[config.mk]
export PLATFORM = sky130hd
export DESIGN_NAME = cpx_extender
export DESIGN_NICKNAME = d
export VERILOG_FILES = /design/src/rtl/cpx_pkg.sv /design/src/rtl/cpx_bank.sv /design/src/rtl/cpx_occupancy.sv /design/src/rtl/cpx_wr_fsm.sv /design/src/rtl/cpx_rd_fsm.sv /design/src/rtl/cpx_extender.sv
export SDC_FILE = /design/constraint.sdc
export NUM_CORES = 2
export LEC_CHECK = 0
export BUFFER_PORTS_ARGS = -buffer_cell sky130_fd_sc_hd__buf_2
export CORE_UTILIZATION = 46
export CTS_CLUSTER_SIZE = 20
export DETAILED_ROUTE_END_ITERATION = 7
export GPL_TIMING_DRIVEN = 0
export PLACE_DENSITY_LB_ADDON = 0.12
export SLEW_MARGIN = 20
export SYNTH_ARGS = -nofsm -noshare
export SYNTH_HDL_FRONTEND = slang
export SYNTH_HIERARCHICAL = 1
export SYNTH_SLANG_ARGS = --single-unit
export TNS_END_PERCENT = 1
[constraint.sdc]
create_clock -name clk -period 3.3 [get_ports clk]
set_input_delay 0.33 -clock clk [delete_from_list [all_inputs] [get_ports clk]]
set_output_delay 0.33 -clock clk [all_outputs]
set_load 0.01 [all_outputs]
[src/rtl/cpx_pkg.sv]
package cpx_pkg;

    // Write-side controller states
    typedef enum logic [0:0] {
        W_FILL = 1'b0,
        W_HOLD = 1'b1
    } wr_state_t;

    // Read-side controller states
    typedef enum logic [1:0] {
        R_IDLE   = 2'd0,
        R_PREFIX = 2'd1,
        R_BODY   = 2'd2
    } rd_state_t;

endpackage

[src/rtl/cpx_bank.sv]
module cpx_bank #(
    parameter int SMP_W   = 32,
    parameter int SYM_LEN = 64,
    localparam int IDX_W  = $clog2(SYM_LEN)
) (
    input  logic             clk,
    input  logic             wr_en,
    input  logic             wr_sel,
    input  logic [IDX_W-1:0] wr_addr,
    input  logic [SMP_W-1:0] wr_data,
    input  logic             rd_sel,
    input  logic [IDX_W-1:0] rd_addr,
    output logic [SMP_W-1:0] rd_data
);

    logic [SMP_W-1:0] rd_word [2];

    // One storage array per buffer; only the filling buffer is written
    for (genvar b = 0; b < 2; b++) begin : g_buf
        logic [SMP_W-1:0] mem [SYM_LEN];

        always_ff @(posedge clk) begin
            if (wr_en && (wr_sel == 1'(b))) begin
                mem[wr_addr] <= wr_data;
            end
        end

        assign rd_word[b] = mem[rd_addr];
    end

    assign rd_data = rd_word[rd_sel];

endmodule

[src/rtl/cpx_occupancy.sv]
module cpx_occupancy (
    input  logic       clk,
    input  logic       rst_n,
    input  logic [1:0] set_vec,
    input  logic [1:0] clr_vec,
    output logic [1:0] full
);

    // A buffer becomes full when its last input sample is written and
    // empty again when its last output sample is taken.
    always_ff @(posedge clk or negedge rst_n) begin
        if (!rst_n) begin
            full <= 2'b00;
        end else begin
            full <= (full | set_vec) & ~clr_vec;
        end
    end

endmodule

[src/rtl/cpx_wr_fsm.sv]
module cpx_wr_fsm
    import cpx_pkg::*;
#(
    parameter int SYM_LEN = 64,
    localparam int IDX_W  = $clog2(SYM_LEN)
) (
    input  logic             clk,
    input  logic             rst_n,
    input  logic             in_valid,
    input  logic             in_first,
    input  logic [1:0]       full,
    input  logic [1:0]       clr_vec,
    output logic             in_ready,
    output logic             wr_en,
    output logic             wr_sel,
    output logic [IDX_W-1:0] wr_addr,
    output logic [1:0]       set_vec
);

    localparam logic [IDX_W-1:0] LAST_IDX = IDX_W'(SYM_LEN - 1);

    wr_state_t        state_q, state_d;
    logic [IDX_W-1:0] idx_q, idx_d;
    logic             sel_q, sel_d;
    logic             end_sym;
    logic             other_busy;
    logic             own_free;

    // State register
    always_ff @(posedge clk or negedge rst_n) begin
        if (!rst_n) begin
            state_q <= W_FILL;
            idx_q   <= '0;
            sel_q   <= 1'b0;
        end else begin
            state_q <= state_d;
            idx_q   <= idx_d;
            sel_q   <= sel_d;
        end
    end

    // Outputs
    always_comb begin
        in_ready = (state_q == W_FILL);
        wr_en    = in_valid && in_ready;
        wr_sel   = sel_q;
        wr_addr  = in_first ? '0 : idx_q;
        end_sym  = wr_en && (wr_addr == LAST_IDX);
        set_vec  = 2'b00;
        if (end_sym) begin
            set_vec[sel_q] = 1'b1;
        end
    end

    // Next state
    always_comb begin
        other_busy = full[~sel_q] && !clr_vec[~sel_q];
        own_free   = !full[sel_q] || clr_vec[sel_q];
        state_d    = state_q;
        idx_d      = idx_q;
        sel_d      = sel_q;
        unique case (state_q)
            W_FILL: begin
                if (end_sym) begin
                    idx_d   = '0;
                    sel_d   = ~sel_q;
                    state_d = other_busy ? W_HOLD : W_FILL;
                end else if (wr_en) begin
                    idx_d = wr_addr + 1'b1;
                end
            end
            W_HOLD: begin
                if (own_free) begin
                    state_d = W_FILL;
                end
            end
            default: state_d = W_FILL;
        endcase
    end

endmodule

[src/rtl/cpx_rd_fsm.sv]
module cpx_rd_fsm
    import cpx_pkg::*;
#(
    parameter int SYM_LEN = 64,
    parameter int CP_LEN  = 16,
    localparam int IDX_W  = $clog2(SYM_LEN)
) (
    input  logic             clk,
    input  logic             rst_n,
    input  logic             out_ready,
    input  logic [1:0]       full,
    output logic             out_valid,
    output logic             out_last,
    output logic             rd_sel,
    output logic [IDX_W-1:0] rd_addr,
    output logic [1:0]       clr_vec
);

    localparam logic [IDX_W-1:0] LAST_IDX  = IDX_W'(SYM_LEN - 1);
    localparam logic [IDX_W-1:0] FIRST_IDX = IDX_W'(SYM_LEN - CP_LEN);

    rd_state_t        state_q, state_d;
    logic [IDX_W-1:0] idx_q, idx_d;
    logic             sel_q, sel_d;
    logic             take;

    // State register
    always_ff @(posedge clk or negedge rst_n) begin
        if (!rst_n) begin
            state_q <= R_IDLE;
            idx_q   <= FIRST_IDX;
            sel_q   <= 1'b0;
        end else begin
            state_q <= state_d;
            idx_q   <= idx_d;
            sel_q   <= sel_d;
        end
    end

    // Outputs
    always_comb begin
        out_valid = (state_q != R_IDLE);
        out_last  = (state_q == R_BODY) && (idx_q == LAST_IDX);
        rd_sel    = sel_q;
        rd_addr   = idx_q;
        take      = out_valid && out_ready;
        clr_vec   = 2'b00;
        if (take && out_last) begin
            clr_vec[sel_q] = 1'b1;
        end
    end

    // Next state
    always_comb begin
        state_d = state_q;
        idx_d   = idx_q;
        sel_d   = sel_q;
        unique case (state_q)
            R_IDLE: begin
                if (full[sel_q]) begin
                    state_d = R_PREFIX;
                    idx_d   = FIRST_IDX;
                end
            end
            R_PREFIX: begin
                if (take) begin
                    if (idx_q == LAST_IDX) begin
                        state_d = R_BODY;
                        idx_d   = '0;
                    end else begin
                        idx_d = idx_q + 1'b1;
                    end
                end
            end
            R_BODY: begin
                if (take) begin
                    if (idx_q == LAST_IDX) begin
                        sel_d   = ~sel_q;
                        idx_d   = FIRST_IDX;
                        state_d = full[~sel_q] ? R_PREFIX : R_IDLE;
                    end else begin
                        idx_d = idx_q + 1'b1;
                    end
                end
            end
            default: state_d = R_IDLE;
        endcase
    end

endmodule

[src/rtl/cpx_extender.sv]
module cpx_extender #(
    parameter int DATA_W  = 16,
    parameter int SYM_LEN = 64,
    parameter int CP_LEN  = 16
) (
    input  logic              clk,
    input  logic              rst_n,
    input  logic              in_valid,
    output logic              in_ready,
    input  logic              in_first,
    input  logic [DATA_W-1:0] in_i,
    input  logic [DATA_W-1:0] in_q,
    output logic              out_valid,
    input  logic              out_ready,
    output logic              out_last,
    output logic [DATA_W-1:0] out_i,
    output logic [DATA_W-1:0] out_q
);

    localparam int SMP_W = 2 * DATA_W;
    localparam int IDX_W = $clog2(SYM_LEN);

    logic [1:0]       full;
    logic [1:0]       set_vec;
    logic [1:0]       clr_vec;
    logic             wr_en;
    logic             wr_sel;
    logic [IDX_W-1:0] wr_addr;
    logic             rd_sel;
    logic [IDX_W-1:0] rd_addr;
    logic [SMP_W-1:0] rd_data;

    cpx_wr_fsm #(
        .SYM_LEN (SYM_LEN)
    ) u_wr (
        .clk      (clk),
        .rst_n    (rst_n),
        .in_valid (in_valid),
        .in_first (in_first),
        .full     (full),
        .clr_vec  (clr_vec),
        .in_ready (in_ready),
        .wr_en    (wr_en),
        .wr_sel   (wr_sel),
        .wr_addr  (wr_addr),
        .set_vec  (set_vec)
    );

    cpx_occupancy u_occ (
        .clk     (clk),
        .rst_n   (rst_n),
        .set_vec (set_vec),
        .clr_vec (clr_vec),
        .full    (full)
    );

    cpx_bank #(
        .SMP_W   (SMP_W),
        .SYM_LEN (SYM_LEN)
    ) u_bank (
        .clk     (clk),
        .wr_en   (wr_en),
        .wr_sel  (wr_sel),
        .wr_addr (wr_addr),
        .wr_data ({in_i, in_q}),
        .rd_sel  (rd_sel),
        .rd_addr (rd_addr),
        .rd_data (rd_data)
    );

    cpx_rd_fsm #(
        .SYM_LEN (SYM_LEN),
        .CP_LEN  (CP_LEN)
    ) u_rd (
        .clk       (clk),
        .rst_n     (rst_n),
        .out_ready (out_ready),
        .full      (full),
        .out_valid (out_valid),
        .out_last  (out_last),
        .rd_sel    (rd_sel),
        .rd_addr   (rd_addr),
        .clr_vec   (clr_vec)
    );

    assign out_i = rd_data[SMP_W-1:DATA_W];
    assign out_q = rd_data[DATA_W-1:0];

endmodule

Word level (Yosys, flattened, before mapping) --
Memory sizes are Yosys's and may differ from the RTL's. Index checks and enable logic that the tools add are counted.
Storage, ports and cells: register bits 19, memory bits (writable) 4096, output and inout port bits 35, word-level logic and storage cells 101, memories 2
Operators by class: $add $sub $neg 2, $lt $le $gt $ge 7, eq/ne operators 9, multiplexer cells 45, bitwise gates (word level) 7, reduce and logical (&&, ||, !) cells 22
Memory list:
- u_bank.g_buf[0].mem | depth 64, width 32, rd ports 1, clocked after Yosys merged registers in 0, wr ports 1, line cpx_bank.sv:20 | logic [SMP_W-1:0] mem [SYM_LEN];
- u_bank.g_buf[1].mem | depth 64, width 32, rd ports 1, clocked after Yosys merged registers in 0, wr ports 1, line cpx_bank.sv:20
Operator list (number):
- 32-bit 2-to-1 mux | 3
- 6-bit 2-to-1 mux | 8
- 1-bit 2-to-1 mux | 22
- 6-bit case mux with 3 select lines | 1
- 2-bit 2-to-1 mux | 7
- 6-bit by 1-bit adder with 6-bit output (second input constant) | 2
- 6-bit equality test (second input constant) | 2
- 1-bit logical AND | 10
- 1-bit by 2-bit < comparator with 1-bit output (second input constant) | 4
- 2-bit by 1-bit inequality test with 1-bit output (second input constant) | 4
- 2-bit case mux with 3 select lines | 1
- 5-bit AND reduction | 1
- 2-bit AND reduction | 2
- 4-bit AND reduction | 1
- 2-bit nonzero test | 2
- 1-bit inverter | 3
- 3-bit AND reduction | 1
- 3-bit nonzero test | 1
- 2-bit bitwise AND | 1
- 1-bit demux with 1-bit select | 2
- 2-bit by 1-bit equality test with 1-bit output (second input constant) | 1
- 2-bit equality test (second input constant) | 1
- 1-bit greater-or-equal comparator (second input constant) | 2
- 2-bit greater-or-equal comparator (second input constant) | 1
- 8 further kinds | 9

Longest topological paths before layout --
depth in word-level cells 12, depth in mapped cells 8, gate-level depth less buffers 7

Hierarchy --
Netlist, hierarchy kept.
Modules (own cells, without submodules):
- cpx_bank | times used 1, cells an instance 5965, area each 155689.3 sq um
- cpx_rd_fsm | times used 1, cells an instance 64, area each 611.8 sq um
- cpx_wr_fsm | times used 1, cells an instance 57, area each 524.3 sq um
- cpx_occupancy | times used 1, cells an instance 4, area each 70.1 sq um

Worst setup path before layout --
OpenSTA, ideal clock, no wires.
path kind input -> register, start point input in_first, end point memory u_bank.g_buf[0].mem[32][0] (enable), library setup time 421 ps, arrival time 3128 ps, required time 2879 ps, slack -249 ps, cell stages on the path 8, buffers on the path 3, path through buf_2 nor2b_1 clkbuf_1 or3b_2 clkbuf_1 inv_1 nand2_1 nor2_1
Between the ends: longest elaborated chain between the ends 1
Ends and longest elaborated chain:
- start: declaration | line cpx_extender.sv:10 | input logic in_first,
- 6-bit 2-to-1 mux | line cpx_wr_fsm.sv:47 | wr_addr = in_first ? '0 : idx_q;
- named net wr_addr[5] | line cpx_extender.sv:28 | logic [IDX_W-1:0] wr_addr;
- end: declaration | line cpx_bank.sv:20
The timed path passes the listed nets, and every way through them passes these cells.

Worst setup path after layout --
start point register u_rd.idx_q[2] (netlist: u_rd/rd_addr[2]), end point output out_q[15]
Between the ends: longest elaborated chain between the ends 4, elaborated cells on any way between the ends 5, classes of those cells mux: 3; memory: 2
Ends and longest elaborated chain:
- start: declaration | line cpx_rd_fsm.sv:23 | logic [IDX_W-1:0] idx_q, idx_d;
- start signal: assignment | line cpx_rd_fsm.sv:35 | idx_q <= idx_d;
- memory 64 x 32 bit
- 32-bit 2-to-1 mux (not written as such) (*) (3 in series) | line cpx_bank.sv:31 | assign rd_data = rd_word[rd_sel];
- end: declaration | line cpx_extender.sv:17 | output logic [DATA_W-1:0] out_q
Mark *: on every way between the ends. The rest lies on a longest branch, timed or not. The select of a mux whose other input is x is not followed.

==> run metrics <==
synthesized area per cell=25.8 µm²; top-area cell type share of the netlist area=78.4%; Critical path buffers and inverters=5; Die Area=343000 µm²; largest net degree at the start of global routing=97; min cycle time layout=4.95 ns; Mapped Nets=6133; CP max stage cell=mux4_2; Hold WC Path Type=in -> reg; CTS tree=done; Ports=72; Layout Utilization=54.7%; Site Rows=214; actual slew at the worst max-slew pin=1.25 ns; share of layout cells above drive strength 1=37.4%; switch share=26.8%; routed vias=73100; clock latency on the worst-skew pair=0.98 ns; first-pass GRT wire length=595000 µm; Most used DFF post-synth=edfxtp_1; clock slew at reported path FFs=0.06 ns; WL/cell=36.8 µm; Arr. time, crit path=4.62 ns; Max rail drop VDD=543 µV; DRT iter0 DRCs=9788; Worst path top cell family by delay=multiplexers; nets@finish=6944; Synth Instances=6090; status=finished, violations left; antenna violations before repair=39; reported net switching power=34.5 mW; Most common cell on crit path=mux4_2; sequential share of the synthesized area=78.7%; DP HPWL=292000 µm; Cell Pwr Density=692 nW/µm²; total grt overflow=0; min-delay src=in_valid; Layout Skew=0.0551 ns; Synth cell types=49; normalized max-slew margin=16.7%; DRT Pass-1 Iters=7; Initial Utilization=46.2%; Ys Warns=6; Final period util=150%; CTS Buf Count=427; clock tree buffer depth=4; hold_ws=0.0917 ns; area grow syn2layout=18.3%; Layout Cells excl Fill=11800; final instance area=186000 µm²; crit path launch=u_rd/rd_addr[2]; Core Box Area=340000 µm²; worst-path cell chain=buf_8 -> clkbuf_8 -> buf_12 -> clkbuf_8 -> mux4_2 -> mux4_2 -> mux4_2 -> mux2_4 -> buf_6; reg2reg start=u_wr/state_q; cell count after placement=10900; Post-route DRC=0; H-tree depth=5; final slew viol count=0; Setup CP Type=reg -> out; RSZ-0062 raised after global routing=true; Yosys reg bits=4115; dpl cell area=170000 µm²; top cells by count, synth=edfxtp_1, mux4_2, clkbuf_1; Hold Violations, Final=0; clock network power share=35.3%; Sequential Power Share=45.0%; number of global-route vias before repair=72200; Comb power frac=19.7%; Vias/cell=6.20; mapped cell area=157000 µm²; internal reg-to-reg setup slack=-0.52 ns; Max Cap Violations=0; die width=586 µm; Fmax=202 MHz; CP required=2.97 ns; Post-synth EDFFs=4096; Die Y-Extent=586 µm; area leader, netlist=edfxtp_1; max incr delay on CP=0.75 ns; most common cell in the synthesized netlist=edfxtp_1; Pleak=56.3 nW; failing checks=negative setup slack; Power Total=129 mW; clk sinks=4115; Startpoint Class=flip-flop; ys async rst share=0.462%; Total GRT Usage=25.4%; Crit. End Element=output pin; Port-buffer cells=70; final setup violation count=1870; Total Wirelength=434000 µm; Placer Congestion=0.862; critical-path maximum fanout=10; CTS Root Cell=clkbuf_16; post-route antenna net violation count=0; design internal power=94.0 mW; largest cells by area after synthesis=edfxtp_1, mux4_2, clkbuf_1, nor2_1, buf_2; Setup WS post-layout=-1.65 ns
==> tightest hold or removal path: cells and delay by family <==
family	cells	cell delay [ns]
compound gates	1	0.15
buf+inv	2	0.36
simple gates	2	0.17
==> metal layers <==
| metal | up-vias | track usage, % | share of wire [%] |
|---|---|---|---|
| li1 | 28500 | - | - |
| met3 | 555 | 4.48 | 8.5 |
| met4 | 2 | 6.56 | 2.9 |
| met2 | 3169 | 39.4 | 47 |
| met5 | - | 0 | 0.0030 |
| met1 | 40900 | 37.7 | 42 |
==> stage by stage <==
stage               setup TNS [ns]  setup slack, ns
global placement          -9435.97            -3.26
floorplan                  -189.77           -0.249
global route               -508.71            -1.66
detailed placement        -1535.61            -2.04
finish                     -349.44            -1.65
CTS                        -678.13            -1.69
==> sequential cells by signal, summed over array words and instances (netlist names) <==
name,count
u_bank/g_buf.mem,4096
u_occ/full,2
u_rd/rd_addr,6
u_rd/rd_sel,1
u_rd/state_q,2
u_wr/idx_q,6
u_wr/state_q,1
u_wr/wr_sel,1
==> cell families after synthesis <==
family	after synthesis	synth area share (%)
compound gates	30	0.152
xor+xnor	1	0.00558
fa+ha+maj	6	0.0478
buf+inv	342	0.922
flops	4115	78.7
mux	1384	19.6
simple gates	212	0.597
==> what timing repair did <==
item,4_1_cts,5_1_grt
hold buffers,41,0
pin swaps,11,18
endpoints found under the setup margin,3400,2724
hold endpoints to repair,1898,0
cloned,10,5
buffers inserted,21,9
gates resized for setup,477,57
==> power groups by stage <==
stage / registers [mW] / clock network, mW / logic [mW]
floorplan: 58.9 / 0 / 11.9
global route: 57.8 / 48.1 / 25.9
detailed placement: 58.9 / 0 / 23.0
finish: 57.8 / 45.4 / 25.3
CTS: 57.8 / 46.2 / 24.9
global placement: 59.1 / 0 / 22.3
==> layout make-up <==
class	instances	area (µm²)
well taps	4536	5680
diodes	15	37.5
clock inverters	236	1800
inverters	21	78.8
fillers	25200	154000
multi-input cells	1633	33100
plain buffers	318	2570
repair buffers	385	7620
flip-flops and latches	4115	123000
clock buffers	532	11200
==> worst paths after layout <==
kind                                               end  cells after the start
setup / recovery                             out_q[15]                      9
hold reg to reg                          u_wr/idx_q[1]                      2
min in group asynchronous              u_rd/rd_addr[4]                      3
max in group asynchronous              u_rd/rd_addr[2]                      4
hold / removal                           u_wr/idx_q[2]                      5
setup reg to reg           u_bank/g_buf[0].mem[59][12]                      8
==> cells in the final DEF, fill, tap and decap left out, types with 41 or more instances in the layout <==
cell type and count:
buf_12 99, buf_16 170, buf_2 42, buf_4 52, buf_6 89, clkbuf_1 149
clkbuf_16 438, clkbuf_2 84, clkinv_1 107, clkinv_2 75, dlygate4sd3_1 41, edfxtp_1 4096
mux4_2 1344, nor2_4 128
(Power assumes the default switching activity.)
